===== config.mk =====
export PLATFORM = sky130hd
export DESIGN_NAME = pwm_gen
export DESIGN_NICKNAME = d
export VERILOG_FILES = /design/src/rtl/pwm_gen_pkg.sv /design/src/rtl/pwm_gen_cfg.sv /design/src/rtl/pwm_gen_counter.sv /design/src/rtl/pwm_gen.sv
export SDC_FILE = /design/constraint.sdc
export NUM_CORES = 1
export LEC_CHECK = 0
export CAP_MARGIN = 10
export CORE_UTILIZATION = 35
export CTS_BUF_LIST = sky130_fd_sc_hd__clkbuf_4 sky130_fd_sc_hd__clkbuf_8
export DETAILED_ROUTE_END_ITERATION = 8
export GPL_TIMING_DRIVEN = 0
export PLACE_DENSITY = 0.54
export SETUP_SLACK_MARGIN = 0.5
export SYNTH_ARGS = -nofsm -noshare
export SYNTH_HDL_FRONTEND = slang
export SYNTH_SLANG_ARGS = --single-unit

===== constraint.sdc =====
create_clock -name clk -period 3.2 [get_ports clk]
set_input_delay 0.8 -clock clk [delete_from_list [all_inputs] [get_ports clk]]
set_output_delay 0.8 -clock clk [all_outputs]
set_load 0.1 [all_outputs]

===== src/rtl/pwm_gen_pkg.sv =====
package pwm_gen_pkg;

  localparam int CTRL_DIV_BIT = 0;
  localparam int CTRL_PDN_BIT = 2;

  typedef enum logic [1:0] {
    LD_NONE = 2'd0,
    LD_PW   = 2'd1,
    LD_FP   = 2'd2,
    LD_ALL  = 2'd3
  } ld_kind_e;

  // output level for a counter position within the period
  function automatic logic level_at(input logic [7:0] pos, input logic [7:0] pw);
    return pos <= pw;
  endfunction

  // total period length in clock cycles
  function automatic int unsigned period_cycles(input logic [7:0] f, input logic div);
    return (int'(f) + 1) * (div ? 2 : 1);
  endfunction

  // high time in clock cycles, saturating at the period
  function automatic int unsigned high_cycles(input logic [7:0] f, input logic [7:0] p,
                                              input logic div);
    return ((p >= f) ? int'(f) + 1 : int'(p) + 1) * (div ? 2 : 1);
  endfunction

endpackage


===== src/rtl/pwm_gen_cfg.sv =====
module pwm_gen_cfg #(
  parameter int W = 8
) (
  input  logic                    clk,
  input  logic                    rst,
  input  logic                    ld_stb,
  input  pwm_gen_pkg::ld_kind_e   ld_kind,
  input  logic [3*W-1:0]          ld_word,
  input  logic                    trip_in,
  output logic [W-1:0]            sh_f_n,
  output logic [W-1:0]            sh_p_n,
  output logic                    sh_div_n,
  output logic                    run_n,
  output logic                    run_q,
  output logic                    trip_q,
  output logic                    cfg_q,
  output logic                    pdn_q
);
  import pwm_gen_pkg::*;

  logic [W-1:0] sh_f_q, sh_p_q;
  logic         sh_div_q;
  logic         cfg_n, pdn_n, trip_n;
  logic         ld_any, ld_full, ld_freq, trip_clear;

  assign ld_any     = ld_stb && (ld_kind != LD_NONE);
  assign ld_full    = ld_stb && (ld_kind == LD_ALL);
  assign ld_freq    = ld_stb && (ld_kind == LD_ALL || ld_kind == LD_FP);
  assign trip_clear = ld_any && !trip_in;

  always_comb begin
    sh_p_n   = ld_any  ? ld_word[W-1:0]   : sh_p_q;
    sh_f_n   = ld_freq ? ld_word[2*W-1:W] : sh_f_q;
    sh_div_n = ld_full ? ld_word[2*W+CTRL_DIV_BIT] : sh_div_q;
    cfg_n    = cfg_q | ld_full;
    pdn_n    = ld_full ? ld_word[2*W+CTRL_PDN_BIT] : pdn_q;
    trip_n   = (trip_in && !pdn_q) || (trip_q && !trip_clear);
    run_n    = cfg_n && !pdn_n && !trip_n;
  end

  always_ff @(posedge clk) begin
    if (rst) begin
      sh_f_q   <= '0;
      sh_p_q   <= '0;
      sh_div_q <= 1'b0;
      cfg_q    <= 1'b0;
      pdn_q    <= 1'b0;
      trip_q   <= 1'b0;
      run_q    <= 1'b0;
    end else begin
      sh_f_q   <= sh_f_n;
      sh_p_q   <= sh_p_n;
      sh_div_q <= sh_div_n;
      cfg_q    <= cfg_n;
      pdn_q    <= pdn_n;
      trip_q   <= trip_n;
      run_q    <= run_n;
    end
  end

  AST_PDN_NEEDS_FULL: assert property (@(posedge clk) disable iff (rst)
    (pdn_q && !ld_full) |=> pdn_q);
  AST_TRIP_STICKY: assert property (@(posedge clk) disable iff (rst)
    (trip_q && !ld_stb) |=> trip_q);
  AST_CFG_ONLY_FULL: assert property (@(posedge clk) disable iff (rst)
    (!cfg_q && !(ld_stb && ld_kind == LD_ALL)) |=> !cfg_q);

endmodule


===== src/rtl/pwm_gen_counter.sv =====
module pwm_gen_counter #(
  parameter int W = 8
) (
  input  logic         clk,
  input  logic         rst,
  input  logic         run_n,
  input  logic         run_q,
  input  logic [W-1:0] sh_f_n,
  input  logic [W-1:0] sh_p_n,
  input  logic         sh_div_n,
  output logic [W-1:0] pos_q,
  output logic [W-1:0] cur_p_q,
  output logic         wrap
);
  logic [W-1:0] cur_f_q;
  logic         cur_div_q;
  logic         half_q;
  logic         tick;
  logic         start;

  assign tick  = !cur_div_q || half_q;
  assign wrap  = run_q && tick && (pos_q == cur_f_q);
  assign start = run_n && !run_q;

  always_ff @(posedge clk) begin
    if (rst) begin
      pos_q     <= '0;
      cur_f_q   <= '0;
      cur_p_q   <= '0;
      cur_div_q <= 1'b0;
      half_q    <= 1'b0;
    end else if (start || (run_n && wrap)) begin
      pos_q     <= '0;
      half_q    <= 1'b0;
      cur_f_q   <= sh_f_n;
      cur_p_q   <= sh_p_n;
      cur_div_q <= sh_div_n;
    end else if (run_n) begin
      half_q <= cur_div_q ? !half_q : 1'b0;
      if (tick) pos_q <= pos_q + 1'b1;
    end
  end

  AST_POS_IN_RANGE: assert property (@(posedge clk) disable iff (rst)
    run_q |-> (pos_q <= cur_f_q));
  AST_HOLD_MIDPERIOD: assert property (@(posedge clk) disable iff (rst)
    (run_q && !wrap) |=> ($stable(cur_f_q) && $stable(cur_p_q) && $stable(cur_div_q)));
  AST_START_AT_ZERO: assert property (@(posedge clk) disable iff (rst)
    $rose(run_q) |-> (pos_q == '0 && !half_q));

endmodule


===== src/rtl/pwm_gen.sv =====
module pwm_gen #(
  parameter int W = 8
) (
  input  logic           clk,
  input  logic           rst,
  input  logic           ld_stb,
  input  logic [1:0]     ld_kind,
  input  logic [3*W-1:0] ld_word,
  input  logic           trip_in,
  output logic           pwm_out,
  output logic           run_flag
);
  import pwm_gen_pkg::*;

  logic [W-1:0] sh_f_n, sh_p_n, pos_q, cur_p_q;
  logic         sh_div_n, run_n, run_q, trip_q, cfg_q, pdn_q, wrap;
  logic         level;

  pwm_gen_cfg #(.W(W)) u_cfg (
    .clk(clk), .rst(rst), .ld_stb(ld_stb), .ld_kind(ld_kind_e'(ld_kind)),
    .ld_word(ld_word), .trip_in(trip_in),
    .sh_f_n(sh_f_n), .sh_p_n(sh_p_n), .sh_div_n(sh_div_n),
    .run_n(run_n), .run_q(run_q), .trip_q(trip_q), .cfg_q(cfg_q), .pdn_q(pdn_q)
  );

  pwm_gen_counter #(.W(W)) u_cnt (
    .clk(clk), .rst(rst), .run_n(run_n), .run_q(run_q),
    .sh_f_n(sh_f_n), .sh_p_n(sh_p_n), .sh_div_n(sh_div_n),
    .pos_q(pos_q), .cur_p_q(cur_p_q), .wrap(wrap)
  );

  assign level    = level_at(pos_q, cur_p_q);
  assign pwm_out  = run_q && !trip_in && level;
  assign run_flag = run_q;

  AST_IDLE_BEFORE_CFG: assert property (@(posedge clk) disable iff (rst)
    !cfg_q |-> (!pwm_out && !run_flag));
  AST_TRIP_LOW: assert property (@(posedge clk) disable iff (rst)
    trip_in |-> !pwm_out);
  AST_TRIP_HOLD: assert property (@(posedge clk) disable iff (rst)
    (trip_q && !ld_stb) |=> !pwm_out);
  AST_PDN_IDLE: assert property (@(posedge clk) disable iff (rst)
    pdn_q |-> (!pwm_out && !run_flag));
  AST_HIGH_AT_START: assert property (@(posedge clk) disable iff (rst)
    ($rose(run_flag) && !trip_in) |-> pwm_out);

endmodule


==> results.py <==
metrics = {
    "cells_and_area": {
        "final_cell_mix": "dfxtp_1 (42), nor2_1 (27), clkdlybuf4s50_1 (23)",
        "final_area_um2": 2890,
        "final_layout_size_suffix_gt1_share_pct": 21.55,
        "final_common_cell": "dfxtp_1",
        "nFillCells": 606,
        "nets": 322,
        "area_delta_synth_final_pct": 26.09,
        "fin_cells": 360,
        "num_antenna_cells": 0,
    },
    "global_route": {
        "grt_usage_pct": 14.64,
        "grt_max_degree": 14,
        "first_global_vias": 1704,
        "antenna_found_initial": 0,
        "grt_pass1_wl_um": 8079,
        "grt-ovfl-total": 0,
    },
    "placement": {
        "placed_cell_area_um2": 2641,
        "gp_congestion": 0.8153,
        "place_hpwl_um": 3402,
        "place_inst": 343,
        "port_buffers": 25,
    },
    "drt": {
        "routedWlPerCell_um": 13.38,
        "routed_wl_um": 4815,
        "drc": 0,
        "drt_iter0_markers": 57,
        "antenna_left": 0,
        "vias_per_cell": 4.928,
        "vias": 1774,
        "firstDrtPassIters": 5,
    },
    "run": {
        "max_cap_violations": 0,
    },
    "sta": {
        "finalHoldViolations": 0,
        "slew_headroom_pct": 35.63,
        "whs_ps": 452.8,
        "fmax_ghz": 0.3819,
        "min_period_over_period_pct": 81.83,
        "worst_slew_pin_slew_ps": 962.5,
        "setup_viol": 0,
        "rsz0062_at_grt": "yes",
        "period_minus_slack_ps": 2619,
        "fin_skew_ps": 8.067,
        "slew_violations": 0,
    },
    "floorplan": {
        "io_pins": 32,
        "core_um2": 6350,
        "die_area_um2": 6877,
        "die_y_um": 82.93,
        "initial_core_util_pct": 36.10,
        "die_x_um": 82.93,
        "row_count": 29,
    },
    "clock_network": {
        "clkSinkCount": 47,
        "cts_tree": "built",
        "cts-root-buf": "clkbuf_8",
        "clkTransAtPathRegs_ps": 80,
        "postCtsHoldBufs": 0,
        "cts_buffer_depth": 2,
        "clock_latency_ps": 300,
        "cts_buffers": 5,
        "ctsHtreeMaxLevel": 2,
    },
    "min_path": {
        "hp-start": "u_cfg.cfg_q$_SDFF_PP0_",
        "hp-class": "flop to flop",
    },
    "critical_path": {
        "regToRegSetupSlack_ps": 940,
        "path_class": "flop to primary output",
        "r2r-start": "u_cnt.pos_q[2]$_SDFFE_PP0P_",
        "crit_start": "u_cnt.pos_q[4]$_SDFFE_PP0P_",
        "required_ps": 2400,
        "critPathCaptureType": "primary output",
        "crit_fanout": 5,
        "arrival_ps": 1820,
        "startpoint_type": "flop",
        "cp_cell_sequence": "ha_1 -> a21o_1 -> a21oi_1 -> nor2b_1 -> o22ai_1 -> o311a_4 -> buf_12",
        "crit_slowest_cell": "dfxtp_1",
        "slowest_delay_ps": 390,
    },
    "logic_synthesis": {
        "synth_async_sr_flop_share_pct": 0,
        "yosysSeqAreaShare_pct": 41.05,
        "ys_ff_latch": 47,
        "syn-num-nets": 280,
        "netlist_instances": 241,
        "synth_edf_count": 0,
        "avgSynthCellArea_um2": 9.511,
        "ys_types": 46,
        "syn_area_um2": 2292,
        "yosys_most_used_dff": "dfxtp_1",
        "yosys_warnings": 0,
    },
    "power_and_ir_drop": {
        "ir_drop_v": 0.0001710,
        "power_density_nw_per_um2": 413.2,
        "leakage_nw": 1.199,
    },
    "status": {
        "status": "finished clean",
    },
}
cell usage after synthesis, types with 2 or more instances:
library cell | number | area share [%]
inv_1 | 11 | 1.8
nand2b_1 | 4 | 1.1
nand4_1 | 6 | 1.6
buf_6 | 3 | 1.5
and3_1 | 2 | 0.55
clkbuf_1 | 6 | 0.98
dfxtp_1 | 47 | 41
xor2_1 | 8 | 3.1
ha_1 | 9 | 4.9
nor2_1 | 27 | 4.4
nand2_1 | 14 | 2.3
mux2i_1 | 10 | 4.4
o21ai_0 | 4 | 0.87
buf_4 | 2 | 0.65
nor3_1 | 2 | 0.44
nor2b_1 | 17 | 4.6
mux2_2 | 16 | 7.9
a32oi_1 | 2 | 0.76
a21oi_1 | 12 | 2.6
nand3_1 | 13 | 2.8
path summary, 6_finish.rpt:
path / end / cells after the start
hold / removal: u_cfg.cfg_q$_SDFF_PP0_ / 2
setup / recovery: pwm_out / 7
hold reg to reg: u_cfg.cfg_q$_SDFF_PP0_ / 2
setup reg to reg: u_cnt.cur_div_q$_SDFFE_PP0P_ / 7
layer usage:
metal  global-route usage [%]  vias to the layer above  share of wire, %  routed length, um
li1                         -                      916                 -                  -
met1                    18.09                      813                47               2283
met2                    24.59                       35                47               2242
met3                    3.380                       10               3.9                189
met4                    5.799                        0               2.1                 99
met5                        0                        -                 0                  0
kinds of logic after synthesis:
| kind of cell | synth area share (%) |
|---|---|
| buffers and inverters | 5.294 |
| AND/OR/NAND/NOR | 21.51 |
| AO/OA/AOI/OAI | 10.10 |
| multiplexers | 13.70 |
| XOR/XNOR | 3.439 |
| adder cells (fa/ha/maj) | 4.913 |
| flip-flops | 41.05 |
repair_timing:
action                     4_1_cts  5_1_grt
pin swaps                        0        4
setup buffers                    0       10
setup endpoints to repair        1       13
resized for setup               12       13
flip-flops by register name, summed over array words and instances, names as in the netlist:
register         count
u_cnt.cur_f_q        8
u_cnt.cur_p_q        8
u_cfg.sh_f_q         8
u_cfg.sh_div_q       1
u_cnt.cur_div_q      1
u_cnt.half_q         1
u_cfg.trip_q         1
u_cfg.sh_p_q         8
u_cfg.run_q          1
u_cfg.cfg_q          1
u_cfg.pdn_q          1
u_cnt.pos_q          8
final cells by class:
cell class,count,area (um^2),area share (%)
multi-input cells,170,1275,44.11
flip-flops and latches,47,952.2,32.94
repair buffers,35,337.8,11.69
well taps,77,96.34,3.333
plain buffers,13,81.33,2.814
clock buffers,6,76.32,2.641
inverters,11,41.29,1.429
clock inverters,1,30.03,1.039
worst max-delay path, delay by kind of cell (launching register included):
| kind | cells | cell delay (ps) |
|---|---|---|
| DFF | 1 | 390 |
| buffers and inverters | 1 | 170 |
| adders and majority gates | 1 | 230 |
| and+or+nand+nor | 1 | 60 |
| AOI/OAI and AO/OA | 4 | 670 |
metrics by stage:
step	setup slack (ps)	TNS (ps)	total power, mW	util (%)
floorplan	753.2	0	0.7122	-
global placement	-473.0	-473.0	0.7655	41.60
detailed placement	-473.8	-473.8	0.7663	41.60
CTS	506.1	0	1.198	43.51
global route	479.9	0	1.245	45.52
finish	581.4	0	1.194	45.52
power breakdown:
| group | leakage, nW | switching, mW | internal, mW | total [mW] |
|---|---|---|---|---|
| combinational | 0.759 | 0.0782 | 0.0765 | 0.155 |
| sequential | 0.385 | 0.00632 | 0.601 | 0.607 |
| clock | 0.0547 | 0.195 | 0.238 | 0.433 |
No activity file was read; power rests on OpenSTA's default activity.
